===== src/rtl/sdram_seq_pkg.sv =====
package sdram_seq_pkg;
  localparam int LINE_BEATS = 4;
  localparam int BEAT_W = $clog2(LINE_BEATS);
  localparam int LAT_W = 2;

  typedef enum logic [3:0] {
    CMD_ACTV  = 4'b0011,
    CMD_READ  = 4'b0101,
    CMD_WRITE = 4'b0100,
    CMD_PALL  = 4'b0010,
    CMD_NOP   = 4'b0111
  } sdCmd_e;

  typedef struct packed {
    sdCmd_e            cmd;
    logic              load;
    logic [BEAT_W-1:0] beat;
    logic [LAT_W-1:0]  latD;
  } seqStrb_t;

  function automatic logic [LAT_W-1:0] latFromField(input logic [LAT_W-1:0] f);
    return (f == 2'b11) ? 2'd3 : f + 2'd1;
  endfunction
endpackage


===== src/rtl/sdram_seq_ctrl.sv =====
module sdram_seq_ctrl
  import sdram_seq_pkg::*;
(
  input  logic             clk,
  input  logic             rstN,
  input  logic             reqValid,
  input  logic             reqWrite,
  input  logic [LAT_W-1:0] latField,
  input  logic [1:0]       cfgPreGap,
  output logic             reqReady,
  output logic             doneP,
  output seqStrb_t         strb
);
  typedef enum logic [2:0] {S_IDLE, S_ARM, S_RCD, S_COL, S_TAIL, S_PRE} seqState_e;

  seqState_e         state;
  logic [LAT_W-1:0]  cnt;
  logic [LAT_W-1:0]  latD;
  logic [BEAT_W-1:0] beat;
  logic [1:0]        gapCnt;
  logic              isWr;
  logic              accept;
  logic              gapDone;

  assign reqReady = (state == S_IDLE) || (state == S_PRE);
  assign accept   = reqValid && reqReady;
  assign gapDone  = (gapCnt == 2'd0);
  assign doneP    = (state == S_PRE);

  // precharge-to-activate window counter, loaded in the PALL cycle
  always_ff @(posedge clk) begin
    if (!rstN) gapCnt <= 2'd0;
    else if (state == S_PRE) gapCnt <= cfgPreGap;
    else if (!gapDone) gapCnt <= gapCnt - 2'd1;
  end

  always_ff @(posedge clk) begin
    if (!rstN) begin
      state <= S_IDLE;
      cnt   <= '0;
      latD  <= 2'd1;
      beat  <= '0;
      isWr  <= 1'b0;
    end else begin
      case (state)
        S_IDLE, S_PRE: begin
          if (accept) begin
            state <= S_ARM;
            latD  <= latFromField(latField);
            isWr  <= reqWrite;
          end else begin
            state <= S_IDLE;
          end
        end
        S_ARM: begin
          if (gapDone) begin
            beat <= '0;
            if (latD == 2'd1) state <= S_COL;
            else begin
              state <= S_RCD;
              cnt   <= latD - 2'd2;
            end
          end
        end
        S_RCD: begin
          if (cnt == '0) state <= S_COL;
          else cnt <= cnt - 2'd1;
        end
        S_COL: begin
          beat <= beat + 1'b1;
          if (beat == BEAT_W'(LINE_BEATS - 1)) begin
            if (isWr) state <= S_PRE;
            else begin
              state <= S_TAIL;
              cnt   <= latD - 2'd1;
            end
          end
        end
        S_TAIL: begin
          if (cnt == '0) state <= S_PRE;
          else cnt <= cnt - 2'd1;
        end
        default: state <= S_IDLE;
      endcase
    end
  end

  always_comb begin
    strb.load = accept;
    strb.beat = beat;
    strb.latD = latD;
    case (state)
      S_ARM:   strb.cmd = gapDone ? CMD_ACTV : CMD_NOP;
      S_COL:   strb.cmd = isWr ? CMD_WRITE : CMD_READ;
      S_PRE:   strb.cmd = CMD_PALL;
      default: strb.cmd = CMD_NOP;
    endcase
  end
endmodule


===== src/rtl/sdram_seq_dp.sv =====
module sdram_seq_dp
  import sdram_seq_pkg::*;
#(
  parameter int ADDR_W   = 24,
  parameter int DATA_W   = 32,
  parameter int COL_BITS = 8,
  parameter int SDA_W    = 14,
  parameter int AP_BIT   = 10
) (
  input  logic                         clk,
  input  logic                         rstN,
  input  seqStrb_t                     strb,
  input  logic [ADDR_W-1:0]            reqAddr,
  input  logic [DATA_W/8-1:0]          reqByteEn,
  input  logic [DATA_W*LINE_BEATS-1:0] reqWdata,
  input  logic [DATA_W-1:0]            sdDqIn,
  output logic [SDA_W-1:0]             sdAddr,
  output logic [DATA_W/8-1:0]          sdBsN,
  output logic [DATA_W-1:0]            sdDqOut,
  output logic                         sdDqOe,
  output logic                         rdValid,
  output logic [DATA_W-1:0]            rdData
);
  localparam int BE_W     = DATA_W / 8;
  localparam int ROW_BITS = ADDR_W - COL_BITS - 2;
  localparam int LINE_W   = DATA_W * LINE_BEATS;
  localparam int MAX_LAT  = 3;

  logic [ROW_BITS-1:0] rowQ;
  logic [COL_BITS-1:0] colQ;
  logic [BE_W-1:0]     beQ;
  logic [LINE_W-1:0]   lineQ;
  logic [COL_BITS-1:0] colNow;
  logic [MAX_LAT-1:0]  rdPipe;
  logic                capTap;
  logic                unusedAddrBits;

  assign unusedAddrBits = ^reqAddr[1:0];

  always_ff @(posedge clk) begin
    if (!rstN) begin
      rowQ  <= '0;
      colQ  <= '0;
      beQ   <= '0;
      lineQ <= '0;
    end else if (strb.load) begin
      rowQ  <= reqAddr[ADDR_W-1:COL_BITS+2];
      colQ  <= reqAddr[COL_BITS+1:2];
      beQ   <= reqByteEn;
      lineQ <= reqWdata;
    end
  end

  // column wraps inside the line: only the beat bits advance
  assign colNow = {colQ[COL_BITS-1:BEAT_W], colQ[BEAT_W-1:0] + strb.beat};

  always_comb begin
    case (strb.cmd)
      CMD_ACTV:            sdAddr = SDA_W'(rowQ);
      CMD_READ, CMD_WRITE: sdAddr = SDA_W'(colNow);
      CMD_PALL:            sdAddr = SDA_W'(1) << AP_BIT;
      default:             sdAddr = '0;
    endcase
  end

  assign sdDqOe  = (strb.cmd == CMD_WRITE);
  assign sdDqOut = sdDqOe ? lineQ[int'(colNow[BEAT_W-1:0]) * DATA_W +: DATA_W] : '0;

  always_comb begin
    case (strb.cmd)
      CMD_WRITE: sdBsN = ~beQ;
      CMD_READ:  sdBsN = '0;
      default:   sdBsN = '1;
    endcase
  end

  // read-issue delay line; the tap at D-1 marks the data sampling cycle
  always_ff @(posedge clk) begin
    if (!rstN || strb.load) rdPipe[0] <= 1'b0;
    else rdPipe[0] <= (strb.cmd == CMD_READ);
  end

  for (genvar s = 1; s < MAX_LAT; s++) begin : g_rdStage
    always_ff @(posedge clk) begin
      if (!rstN || strb.load) rdPipe[s] <= 1'b0;
      else rdPipe[s] <= rdPipe[s-1];
    end
  end

  assign capTap = rdPipe[strb.latD - 2'd1];

  always_ff @(posedge clk) begin
    if (!rstN) begin
      rdValid <= 1'b0;
      rdData  <= '0;
    end else begin
      rdValid <= capTap;
      if (capTap) rdData <= sdDqIn;
    end
  end
endmodule


===== src/rtl/sdram_line_seq.sv =====
module sdram_line_seq
  import sdram_seq_pkg::*;
#(
  parameter int ADDR_W   = 24,
  parameter int DATA_W   = 32,
  parameter int COL_BITS = 8,
  parameter int SDA_W    = 14,
  parameter int AP_BIT   = 10
) (
  input  logic                         clk,
  input  logic                         rstN,
  input  logic [1:0]                   latField,
  input  logic [1:0]                   cfgPreGap,
  input  logic                         reqValid,
  output logic                         reqReady,
  input  logic                         reqWrite,
  input  logic [ADDR_W-1:0]            reqAddr,
  input  logic [DATA_W/8-1:0]          reqByteEn,
  input  logic [DATA_W*LINE_BEATS-1:0] reqWdata,
  output logic                         rdValid,
  output logic [DATA_W-1:0]            rdData,
  output logic                         doneP,
  output logic                         sdCsN,
  output logic                         sdRasN,
  output logic                         sdCasN,
  output logic                         sdWeN,
  output logic [SDA_W-1:0]             sdAddr,
  output logic [DATA_W/8-1:0]          sdBsN,
  output logic [DATA_W-1:0]            sdDqOut,
  output logic                         sdDqOe,
  input  logic [DATA_W-1:0]            sdDqIn
);
  seqStrb_t strb;

  sdram_seq_ctrl ctrl_i (
    .clk(clk), .rstN(rstN), .reqValid(reqValid), .reqWrite(reqWrite),
    .latField(latField), .cfgPreGap(cfgPreGap), .reqReady(reqReady),
    .doneP(doneP), .strb(strb)
  );

  sdram_seq_dp #(
    .ADDR_W(ADDR_W), .DATA_W(DATA_W), .COL_BITS(COL_BITS),
    .SDA_W(SDA_W), .AP_BIT(AP_BIT)
  ) dp_i (
    .clk(clk), .rstN(rstN), .strb(strb), .reqAddr(reqAddr),
    .reqByteEn(reqByteEn), .reqWdata(reqWdata), .sdDqIn(sdDqIn),
    .sdAddr(sdAddr), .sdBsN(sdBsN), .sdDqOut(sdDqOut), .sdDqOe(sdDqOe),
    .rdValid(rdValid), .rdData(rdData)
  );

  assign {sdCsN, sdRasN, sdCasN, sdWeN} = strb.cmd;
endmodule


===== config.mk =====
export PLATFORM = sky130hd
export DESIGN_NAME = sdram_line_seq
export DESIGN_NICKNAME = d
export VERILOG_FILES = /design/src/rtl/sdram_seq_pkg.sv /design/src/rtl/sdram_seq_ctrl.sv /design/src/rtl/sdram_seq_dp.sv /design/src/rtl/sdram_line_seq.sv
export SDC_FILE = /design/constraint.sdc
export NUM_CORES = 1
export LEC_CHECK = 0
export CAP_MARGIN = 20
export CORE_MARGIN = 3
export CORE_UTILIZATION = 30
export CTS_BUF_LIST = sky130_fd_sc_hd__clkbuf_4
export CTS_CLUSTER_DIAMETER = 40
export DETAILED_ROUTE_END_ITERATION = 16
export GPL_TIMING_DRIVEN = 0
export PLACE_DENSITY = 0.55
export REMOVE_ABC_BUFFERS = 1
export SYNTH_ARGS = -nofsm -noshare
export SYNTH_HDL_FRONTEND = slang
export SYNTH_HIERARCHICAL = 1
export SYNTH_SLANG_ARGS = --single-unit

===== constraint.sdc =====
create_clock -name clk -period 2.3 [get_ports clk]
set_input_delay 0.23 -clock clk [delete_from_list [all_inputs] [get_ports clk]]
set_output_delay 0.23 -clock clk [all_outputs]
set_load 0.01 [all_outputs]

==> results of run 1 <==
[report_power, final]
| part | switching [W] | internal, W | total (W) |
|---|---|---|---|
| clock | 0.00150 | 0.00173 | 0.00324 |
| sequential | 0.000214 | 0.00390 | 0.00412 |
| combinational | 0.00127 | 0.00179 | 0.00306 |
[cells by family (layout without fill, tap and decap cells)]
family / count (synthesis) / count (layout) / share of synthesized area, %
and+or+nand+nor: 308 / 310 / 18.90
muxes: 221 / 221 / 29.47
DFF: 202 / 202 / 43.71
buffers and inverters: 73 / 467 / 3.746
AOI/OAI and AO/OA: 36 / 36 / 2.921
adders and majority gates: 5 / 5 / 0.6761
xor gates and xnor gates: 4 / 4 / 0.5409
other: 1 / 2 / 0.04053
[synthesized netlist by cell type, types with 2 or more instances]
| library cell | count | area share [%] |
|---|---|---|
| sky130_fd_sc_hd__and3b_1 | 2 | 0.19 |
| sky130_fd_sc_hd__a21boi_0 | 3 | 0.24 |
| sky130_fd_sc_hd__or2_2 | 2 | 0.14 |
| sky130_fd_sc_hd__o311a_1 | 2 | 0.22 |
| sky130_fd_sc_hd__a22o_1 | 7 | 0.66 |
| sky130_fd_sc_hd__clkbuf_1 | 34 | 1.4 |
| sky130_fd_sc_hd__ha_1 | 5 | 0.68 |
| sky130_fd_sc_hd__buf_2 | 24 | 1.3 |
| sky130_fd_sc_hd__mux4_1 | 30 | 8.5 |
| sky130_fd_sc_hd__and2_1 | 39 | 2.6 |
| sky130_fd_sc_hd__nand2_1 | 77 | 3.1 |
| sky130_fd_sc_hd__a21oi_1 | 2 | 0.11 |
| sky130_fd_sc_hd__o21ai_0 | 12 | 0.65 |
| sky130_fd_sc_hd__nand3_1 | 3 | 0.16 |
| sky130_fd_sc_hd__mux4_2 | 2 | 0.49 |
| sky130_fd_sc_hd__xnor2_1 | 2 | 0.19 |
| sky130_fd_sc_hd__nand2b_1 | 2 | 0.14 |
| sky130_fd_sc_hd__inv_1 | 8 | 0.32 |
| sky130_fd_sc_hd__buf_8 | 2 | 0.32 |
| sky130_fd_sc_hd__buf_4 | 3 | 0.24 |
| sky130_fd_sc_hd__nor2_1 | 5 | 0.20 |
| sky130_fd_sc_hd__mux2i_1 | 188 | 20 |
| sky130_fd_sc_hd__o211ai_1 | 2 | 0.16 |
| sky130_fd_sc_hd__and3_1 | 4 | 0.27 |
| sky130_fd_sc_hd__dfxtp_1 | 202 | 44 |
| sky130_fd_sc_hd__nor2b_1 | 165 | 11 |
[what timing repair did]
action,CTS,global route
setup endpoints to repair,162,84
endpoints found under the hold margin,1,0
pin swaps,33,21
cloned,7,1
gates resized for setup,347,44
hold buffers,1,0
setup buffers,53,10
[flip-flops by register name (all words and copies together) (netlist names), 3 cells and up]
register      cells
ctrl_i/state      3
dp_i/beQ          4
dp_i/colQ         8
dp_i/lineQ      128
dp_i/rdData      32
dp_i/rdPipe       3
dp_i/rowQ        14
[layer usage]
metal | GRT usage [%] | wire, µm | vias up
li1 | - | - | 3675
met1 | 19.67 | 11900 | 3457
met2 | 27.21 | 13320 | 254
met3 | 6.691 | 2642 | 48
met4 | 4.601 | 489 | 2
met5 | 0 | 17 | -
[layout make-up]
| cell class | instances | area [µm²] |
|---|---|---|
| Tap cell | 390 | 488.0 |
| Inverter | 8 | 32.53 |
| Multi-Input combinational cell | 577 | 5045 |
| Clock inverter | 11 | 41.29 |
| Clock buffer | 89 | 668.1 |
| Sequential cell | 202 | 4065 |
| Fill cell | 2853 | 15870 |
| Antenna cell | 1 | 2.502 |
| Timing Repair Buffer | 359 | 3821 |
[per-stage QoR]
step / instances / setup slack, ps / util [%] / power (W)
after detailed placement: 1469 / -1410 / 41.70 / 0.006739
final: 1637 / -366.1 / 47.16 / 0.01041
after floorplan: 785 / -9220 / - / 0.005486
after global placement: 1457 / -14170 / 40.78 / 0.005960
after CTS: 1627 / -615.5 / 46.46 / 0.01052
after global routing: 1637 / -499.2 / 47.16 / 0.01107
[path summary, 6_finish.rpt]
kind	start	end	cells past startpoint
worst max-delay path	ctrl_i/gapCnt[0]	sdAddr[0]	11
worst min-delay path	sdDqIn[9]	dp_i/rdData[9]	3
worst max register to register	ctrl_i/state[1]	dp_i/lineQ[67]	8
worst min register to register	dp_i/rdPipe[1]	dp_i/rdPipe[2]	1
[worst min-delay path, cell delays in order]
cell and delay [ps]:
sky130_fd_sc_hd__clkdlybuf4s50_1 390, sky130_fd_sc_hd__nand2_1 50, sky130_fd_sc_hd__mux2i_1 50
==> summary.txt, run 1 <==
Length of the first detailed-routing pass in iterations: 4
Maximum count of clock buffers along a single path: 3
Commonest non-fill, non-tap cell in the layout: sky130_fd_sc_hd__clkdlybuf4s50_1
Total clock buffers created by CTS: 58
Fin area: 14160 µm²
Antenna violation net count after detailed routing: 0
Endpoint kind of the worst setup timing path: output pin
Dominant synthesized flop cell: sky130_fd_sc_hd__dfxtp_1
Cells after synthesis: 850
Die X: 181.6 µm
Proportion of synthesized chip area in sequential cells: 43.71%
Post-placement cell area: 12520 µm²
Tmin final: 2666 ps
Fin. max-slew vios: 0
Cell family with most CP delay: buffers and inverters
Number of top-level design ports: 286
Total number of clock tree sinks: 202
Iteration-0 DRC Markers: 253
Total count of hold-check failures in the final report: 0
Average cell area after synthesis: 10.89 µm²
DRC violation count after routing: 0
Reg2Reg Setup Slack: 160 ps
Leakage: 5.849 nW
Library cells used by synthesis: 49
Via count: 7436
Routability congestion estimate: 0.7118
Via count of the first global-routing pass: 7836
Crit path launch type: flop
Max-cap violation count: 0
Post-DP HPWL: 17440 µm
Initial standard-cell utilization of the core: 30.81%
Worst-case headroom to the max-slew limit: 43.37%
Total power divided by cell area: 735.1 nW/µm²
Average routed wire per standard cell: 17.33 µm
Area growth syn-to-layout: 53.08%
Most used cells in the layout excluding fill and tap cells: 225 x sky130_fd_sc_hd__clkdlybuf4s50_1, 193 x sky130_fd_sc_hd__dfxtp_1, 188 x sky130_fd_sc_hd__mux2i_1
Sequence of cells on the critical path: inv_2 > ha_4 > o21ai_4 > buf_4 > buf_6 > and4bb_4 > buf_6 > buf_6 > buf_4 > a22o_1 > buf_6
First-pass GRT wire length: 43340 µm
Worst hold slack after final layout: 119.6 ps
Result of the run: complete, but fails checks
Crit path setup slack, layout: -366.1 ps
Antenna violations before repair: 3
Total of buffers placed on input and output ports: 282
Path type of the worst min-delay path: primary input to flop
Top cell by count, worst path: sky130_fd_sc_hd__buf_6
Worst Path Buf+Inv: 7
Arr. time, crit path: 2440 ps
Share of cells above drive strength 1: 24.64%
Crit path largest cell delay: 340 ps
Max FO, Critical Path: 3
CP Class: flop to output pin
Row count: 63
Skew-Pair Late Insertion Delay: 660 ps
Sum of routed wire length over all layers: 28370 µm
Post-synth ARST share: 0%
Number of failing setup endpoints in the final timing report: 49
Number of nets at the end of the flow: 1407
Final setup TNS: -13160 ps
Number of synthesized flops with an enable pin: 0
Maximum number of pins on one net before global-route repair: 128
Setup repair after global routing missed its margin: true
IR drop worst, VDD: 0.4150 mV
Overflow left after global routing: 0
Clock Tree Root: sky130_fd_sc_hd__clkbuf_4
Ys Warns: 6
Post-synthesis sequential element count: 202
Max Clock Skew: 24.76 ps
Area of the die: 32990 µm²
Clock Pin Slew Worst Setup and Hold Paths: 60 ps
TritonCTS clock tree: done
Measured slew at the worst slew-check pin: 845.6 ps
Vertical extent of the die: 181.6 µm
Area of the mapped netlist: 9253 µm²
Violations in the final reports: negative setup slack
Per-cell via count in the routed design: 4.542
Achievable frequency: 0.3751 GHz
Required time reported for the critical path endpoint: 2070 ps
Core area: 30030 µm²
Global-route usage over all layers: 16.42%
Number of levels the H-tree was split into: 2
Slowest-stage cell, CP: sky130_fd_sc_hd__dfxtp_2
Ratio of final minimum period to clock period: 115.9%
(Power assumes the default switching activity.)
==> inputs of run 2 (changes only) <==
--- a/config.mk
+++ b/config.mk
@@ -14,6 +14,7 @@
 export GPL_TIMING_DRIVEN = 0
 export PLACE_DENSITY = 0.55
 export REMOVE_ABC_BUFFERS = 1
+export SLEW_MARGIN = 20
 export SYNTH_ARGS = -nofsm -noshare
 export SYNTH_HDL_FRONTEND = slang
 export SYNTH_HIERARCHICAL = 1
==> run 2 against run 1 <==
  * The run still ends with negative setup slack left
  * Setup slack worse by 3.3 ps
  * Flip-flop and latch count is the same
  * Global-route usage decreased by 0.12 points
  * Final cell count fell by 0.49%
  * Combinational power up 3%
  * Clock skew increased by 12 ps
  * Die area is the same
  * Sequential share of layout area barely moved
  * Non-clock buffer count down 4
  * Highest routed layer unchanged
==> summary.txt, run 2 (same netlist as run 1, synthesis figures left out) <==
Result of the run: complete, but fails checks
Violations in the final reports: negative setup slack
Required time reported for the critical path endpoint: 2070 ps
Fin. max-slew vios: 0
Row count: 63
Via count of the first global-routing pass: 7667
Final setup TNS: -12320 ps
Clock Tree Root: sky130_fd_sc_hd__clkbuf_4
Tmin final: 2669 ps
Setup WS pre-CTS: -1196 ps
Achievable frequency: 0.3746 GHz
Initial standard-cell utilization of the core: 30.81%
Max-cap violation count: 0
Vertical extent of the die: 181.6 µm
Maximum count of clock buffers along a single path: 3
Number of levels the H-tree was split into: 2
Skew-Pair Late Insertion Delay: 670 ps
Core area: 30030 µm²
Number of standard cells in the layout, taps in and fillers out: 1629
Post-Place Cells: 1471
Arr. time, crit path: 2440 ps
Average routed wire per standard cell: 17.45 µm
Iteration-0 DRC Markers: 273
Fillcell total: 2867
Length of the first detailed-routing pass in iterations: 4
Area of the die: 32990 µm²
Global-route usage over all layers: 16.29%
Measured slew at the worst slew-check pin: 625.4 ps
Max FO, Critical Path: 8
Path type of the worst min-delay path: primary input to flop
Total power divided by cell area: 739.1 nW/µm²
Via count: 7356
Number of failing setup endpoints in the final timing report: 49
TritonCTS clock tree: done
Total of buffers placed on input and output ports: 282
Largest register by flop count: dp_i/lineQ
Antenna violations before repair: 3
Hold-critical path depth: 3
DRC violation count after routing: 0
CP Class: flop to output pin
Sum of routed wire length over all layers: 28430 µm
Routability congestion estimate: 0.7118
Most used cells in the layout excluding fill and tap cells: 225 x sky130_fd_sc_hd__clkdlybuf4s50_1, 193 x sky130_fd_sc_hd__dfxtp_1, 188 x sky130_fd_sc_hd__mux2i_1
Area occupied by multi-input gates: 5067 µm²
Max Clock Skew: 36.80 ps
Worst-case headroom to the max-slew limit: 58.31%
FF+latch area: 4063 µm²
Overflow left after global routing: 0
Crit path setup slack, layout: -369.4 ps
Post-DP HPWL: 17550 µm
Clock Pin Slew Worst Setup and Hold Paths: 60 ps
Number of top-level design ports: 286
Ratio of final minimum period to clock period: 116.1%
Total number of clock tree sinks: 202
Number of nets at the end of the flow: 1404
Total clock buffers created by CTS: 59
Area growth syn-to-layout: 53.22%
Flip-flop count of the largest register after layout: 128
Share of cells above drive strength 1: 23.69%
Endpoint kind of the worst setup timing path: output pin
IR drop worst, VDD: 0.4012 mV
Commonest non-fill, non-tap cell in the layout: sky130_fd_sc_hd__clkdlybuf4s50_1
Largest registers: dp_i/lineQ (128), dp_i/rdData (32), dp_i/rowQ (14)
Maximum number of pins on one net before global-route repair: 128
Per-cell via count in the routed design: 4.516
Crit path launch type: flop
Leakage: 5.890 nW
Die X: 181.6 µm
Total count of hold-check failures in the final report: 0
Antenna violation net count after detailed routing: 0
Setup repair after global routing missed its margin: true
Final cell utilization of the core: 47.21%
First-pass GRT wire length: 42890 µm
Path depth of the worst reg2reg path: 9
## run 2: cell types whose count changed in the layout (fill, tap and decap cells not counted), moves of 2 or more
cell / previous run / this run
sky130_fd_sc_hd__mux4_1: 15 / 22
sky130_fd_sc_hd__buf_16: 9 / 11
sky130_fd_sc_hd__dlygate4sd2_1: 5 / 3
sky130_fd_sc_hd__o21ai_2: 3 / 0
sky130_fd_sc_hd__buf_12: 11 / 8
sky130_fd_sc_hd__buf_6: 59 / 57
sky130_fd_sc_hd__clkbuf_16: 1 / 3
sky130_fd_sc_hd__mux4_2: 17 / 10
sky130_fd_sc_hd__nor2b_4: 3 / 5
sky130_fd_sc_hd__buf_2: 16 / 13
sky130_fd_sc_hd__clkinv_1: 11 / 6
sky130_fd_sc_hd__o21ai_0: 6 / 8
## run 2: final cells by class
cell class	instances	area share, %
Multi-Input combinational cell	577	35.74
Timing Repair Buffer	355	27.02
Sequential cell	202	28.66
Antenna cell	2	0.03530
Clock buffer	89	4.713
Tap cell	390	3.442
Clock inverter	6	0.1589
Inverter	8	0.2295
## run 2: path summary, 6_finish.rpt
check	startpoint	slack (ps)	endpoint
max	ctrl_i/gapCnt[1]	-370	sdDqOut[2]
max reg2reg	ctrl_i/state[1]	160	dp_i/lineQ[69]
min	sdDqIn[23]	130	dp_i/rdData[23]
min reg2reg	dp_i/rdPipe[1]	450	dp_i/rdPipe[2]
## run 2: routing by layer
metal / wire, µm / track usage, % / vias up
met5: 12 / 0 / -
met4: 482 / 4.388 / 2
met3: 2454 / 6.611 / 40
met2: 13200 / 26.87 / 245
met1: 12280 / 19.73 / 3416
li1: - / - / 3653
## run 2: where the power goes
group	switching (W)	total [W]	internal (W)
registers	0.000211	0.00412	0.00390
logic	0.00129	0.00314	0.00185
clock network	0.00150	0.00322	0.00172
total	0.00300	0.0105	0.00748
## run 2: what timing repair did
item,4_1_cts,5_1_grt
setup endpoints to repair,142,68
hold endpoints to repair,1,0
resized for setup,315,60
hold buffers,1,0
buffers inserted,46,12
pin swaps,35,22
cloned,5,2
## run 2: worst max-delay path, cell delays in order (launching register included)
cell	delay [ps]
sky130_fd_sc_hd__dfxtp_2	330
sky130_fd_sc_hd__inv_2	40
sky130_fd_sc_hd__ha_4	160
sky130_fd_sc_hd__o21ai_4	130
sky130_fd_sc_hd__nor3b_4	250
sky130_fd_sc_hd__buf_6	140
sky130_fd_sc_hd__nor2b_4	190
sky130_fd_sc_hd__clkbuf_16	180
sky130_fd_sc_hd__buf_12	130
sky130_fd_sc_hd__and2_1	140
sky130_fd_sc_hd__buf_6	110
## run 2: metrics by stage
step,hold slack [ps],cell area [µm²],total power [W]
2_1_floorplan,306.2,8936,0.005486
3_3_place_gp,437.3,12250,0.005960
3_5_place_dp,441.8,12610,0.006822
4_1_cts,25.83,13890,0.01057
5_1_grt,63.27,14170,0.01114
6_report,125.5,14180,0.01048
==> inputs of run 3 (changes only) <==
--- a/config.mk
+++ b/config.mk
@@ -6,16 +6,14 @@
 export NUM_CORES = 1
 export LEC_CHECK = 0
 export CAP_MARGIN = 20
-export CORE_MARGIN = 3
 export CORE_UTILIZATION = 30
 export CTS_BUF_LIST = sky130_fd_sc_hd__clkbuf_4
 export CTS_CLUSTER_DIAMETER = 40
 export DETAILED_ROUTE_END_ITERATION = 16
 export GPL_TIMING_DRIVEN = 0
-export PLACE_DENSITY = 0.55
+export PLACE_DENSITY = 0.63
 export REMOVE_ABC_BUFFERS = 1
 export SLEW_MARGIN = 20
 export SYNTH_ARGS = -nofsm -noshare
 export SYNTH_HDL_FRONTEND = slang
-export SYNTH_HIERARCHICAL = 1
 export SYNTH_SLANG_ARGS = --single-unit
==> run 3 against run 2 <==
  * The flow still finishes with violations (negative setup slack)
  * Sequential share of layout area grew 1.8 points
  * Combinational power grew 26%
  * Flip-flop and latch count is the same
  * Setup slack lost 51 ps
  * Global-route usage grew 0.42 points
  * Critical path depth shrank 1
  * Total power grew 9.6%
  * Worst hold slack lost 21 ps
  * Clock skew shrank 12 ps
  * Non-clock buffer count shrank 17
  * Largest power group unchanged
  * Largest cell class unchanged
  * Count of clock-buffer cells in the layout shrank 9
  * Clock power shrank 2%
==> summary.txt, run 3 <==
Result of the run: complete, but fails checks
Violations in the final reports: negative setup slack
Routability congestion estimate: 0.7624
Per-cell via count in the routed design: 4.621
Leakage: 5.274 nW
Largest register by flop count: dp_i.lineQ
Setup WS pre-CTS: -1161 ps
Clock share of power: 27.4%
Worst-case headroom to the max-slew limit: 50.82%
Total count of hold-check failures in the final report: 0
Endpoint kind of the worst setup timing path: output pin
Achievable frequency: 0.3677 GHz
Sequential fraction of design power: 38.2%
Flip-flop count of the largest register after layout: 128
Average routed wire per standard cell: 15.15 µm
Maximum count of clock buffers along a single path: 3
Maximum number of pins on one net before global-route repair: 104
Setup repair after global routing missed its margin: true
TritonCTS clock tree: done
Vertical extent of the die: 174.3 µm
Area growth syn-to-layout: 49.95%
Share of cells above drive strength 1: 17.16%
Iteration-0 DRC Markers: 303
Power after layout: 0.01149 W
Via count of the first global-routing pass: 8044
Total power divided by cell area: 860.0 nW/µm²
Antenna violations before repair: 2
Largest registers: dp_i.lineQ (128), dp_i.rdData (32), dp_i.rowQ (14)
Average cell area after synthesis: 8.692 µm²
Clock Pin Slew Worst Setup and Hold Paths: 70 ps
Required time reported for the critical path endpoint: 2070 ps
Max Clock Skew: 24.84 ps
Number of failing setup endpoints in the final timing report: 33
Combinational power share: 34.4%
Proportion of synthesized chip area in sequential cells: 45.39%
Post-DP HPWL: 16490 µm
Post-synthesis sequential element count: 202
Ys Warns: 0
Post-Synth Adder-Cell Area: 0.7021%
Path type of the worst min-delay path: primary input to flop
Proportion of synthesized area in mux cells: 11.49%
Commonest non-fill, non-tap cell in the layout: sky130_fd_sc_hd__nand2_1
Post-synthesis simple-gate area fraction: 18.72%
Dominant synthesized flop cell: sky130_fd_sc_hd__dfxtp_1
Worst hold slack after final layout: 104.2 ps
Cell type contributing the most total cell area after synthesis: sky130_fd_sc_hd__dfxtp_1
Leading post-synthesis cells by cell area: sky130_fd_sc_hd__dfxtp_1 45%, sky130_fd_sc_hd__nand2_1 14%, sky130_fd_sc_hd__a21boi_0 11%
Measured slew at the worst slew-check pin: 736.8 ps
Arr. time, crit path: 2490 ps
Count leader, synth: sky130_fd_sc_hd__nand2_1
Most used cells in the layout excluding fill and tap cells: 319 x sky130_fd_sc_hd__nand2_1, 226 x sky130_fd_sc_hd__clkdlybuf4s50_1, 195 x sky130_fd_sc_hd__dfxtp_1
Number of nets at the end of the flow: 1541
Initial standard-cell utilization of the core: 30.79%
Fin. max-slew vios: 0
Main combinational cell family by area after synthesis: simple AND/OR/NAND/NOR gates
Post-synthesis share of cell area spent on xor and xnor gates: 0.4915%
Via count: 8138
Length of the first detailed-routing pass in iterations: 6
Total clock buffers created by CTS: 55
Row count: 62
Sum of routed wire length over all layers: 26680 µm
Crit path setup slack, layout: -419.9 ps
Ratio of final minimum period to clock period: 118.3%
Number of levels the H-tree was split into: 2
Max FO, Critical Path: 6
Crit path launch type: flop
Die X: 174.3 µm
Clock Tree Root: sky130_fd_sc_hd__clkbuf_4
Internal: 0.007657 W
Max-cap violation count: 0
DRC violation count after routing: 0
IR drop worst, VDD: 0.4196 mV
Area of the mapped netlist: 8910 µm²
Global-route usage over all layers: 16.71%
Cells after synthesis: 1025
Antenna violation net count after detailed routing: 0
CP Class: flop to output pin
Library cells used by synthesis: 47
Compound-gate portion of the synthesized area: 17.93%
Overflow left after global routing: 0
Final cell utilization of the core: 46.17%
Core area: 28940 µm²
Top cell type's share of synthesized area: 45.39%
Number of top-level design ports: 286
Total of buffers placed on input and output ports: 282
Leading cell types by count after synthesis: 321 x sky130_fd_sc_hd__nand2_1, 202 x sky130_fd_sc_hd__dfxtp_1, 135 x sky130_fd_sc_hd__a21boi_0, 100 x sky130_fd_sc_hd__mux2i_1, 37 x sky130_fd_sc_hd__nor2b_1
P_sw: 0.003832 W
Switching portion of total power: 33.35%
Number of synthesized flops with an enable pin: 0
Skew-Pair Late Insertion Delay: 660 ps
Area of the die: 30390 µm²
Post-synth ARST share: 0%
Tmin final: 2720 ps
Total number of clock tree sinks: 202
First-pass GRT wire length: 41180 µm
## run 3: repair_timing
item,in CTS,in global routing
hold buffers,1,0
pin swaps,11,24
setup buffers,29,10
endpoints found under the hold margin,15,0
endpoints found under the setup margin,160,51
gates resized for setup,240,45
gates cloned,4,4
## run 3: final cells by class
type | count | area (µm²)
diodes | 2 | 5.005
fillers | 2813 | 15570
repair buffers | 338 | 3420
multi-input cells | 733 | 4676
well taps | 384 | 480.5
inverters | 10 | 41.29
clock buffers | 80 | 600.6
clock inverters | 12 | 75.07
flip-flops and latches | 202 | 4063
## run 3: final timing paths
check / from / end / slack, ps / depth (start not counted)
worst max-delay path: ctrl_i.beat[0] / sdDqOut[10] / -420 / 9
worst min-delay path: reqAddr[6] / dp_i.colQ[4] / 100 / 3
worst max register to register: ctrl_i.latD[1] / dp_i.rdData[21] / 150 / 7
worst min register to register: dp_i.lineQ[121] / dp_i.lineQ[121] / 450 / 2
## run 3: metal layers
| layer | vias to the layer above | track usage [%] | wire length [µm] |
|---|---|---|---|
| met5 | - | 0 | 0 |
| met4 | 0 | 6.396 | 546 |
| met3 | 50 | 5.906 | 2414 |
| met2 | 262 | 27.09 | 11960 |
| met1 | 3724 | 20.17 | 11750 |
| li1 | 4102 | - | - |
## run 3: critical path: stages, from the launching register on
cell                      delay, ps
sky130_fd_sc_hd__dfxtp_4        350
sky130_fd_sc_hd__ha_4           170
sky130_fd_sc_hd__xor2_4         160
sky130_fd_sc_hd__xnor2_4        240
sky130_fd_sc_hd__buf_8          170
sky130_fd_sc_hd__buf_12         130
sky130_fd_sc_hd__buf_12         120
sky130_fd_sc_hd__mux2i_4        230
sky130_fd_sc_hd__o22ai_2        100
sky130_fd_sc_hd__buf_2          150
## run 3: kinds of logic after synthesis
family,after synthesis
AO/OA/AOI/OAI,220
XOR/XNOR,5
adder cells (fa/ha/maj),5
buffers and inverters,94
flip-flops,202
multiplexers,102
other,1
AND/OR/NAND/NOR,396
## run 3: power by group through the flow
stage	combinational, W	sequential (W)	clock [W]
2_1_floorplan	0.00204	0.00440	0
3_3_place_gp	0.00270	0.00426	0
3_5_place_dp	0.00321	0.00448	0
4_1_cts	0.00379	0.00437	0.00330
5_1_grt	0.00436	0.00446	0.00348
6_report	0.00395	0.00439	0.00315
## run 3: metrics by stage
| stage | std cells | TNS, ps | instance area, µm² |
|---|---|---|---|
| global route | 1761 | -14900 | 13360 |
| detailed placement | 1622 | -54280 | 12090 |
| global placement | 1607 | -1083450 | 11790 |
| CTS | 1747 | -15460 | 13170 |
| floorplan | 941 | -435830 | 8483 |
| finish | 1761 | -10330 | 13360 |
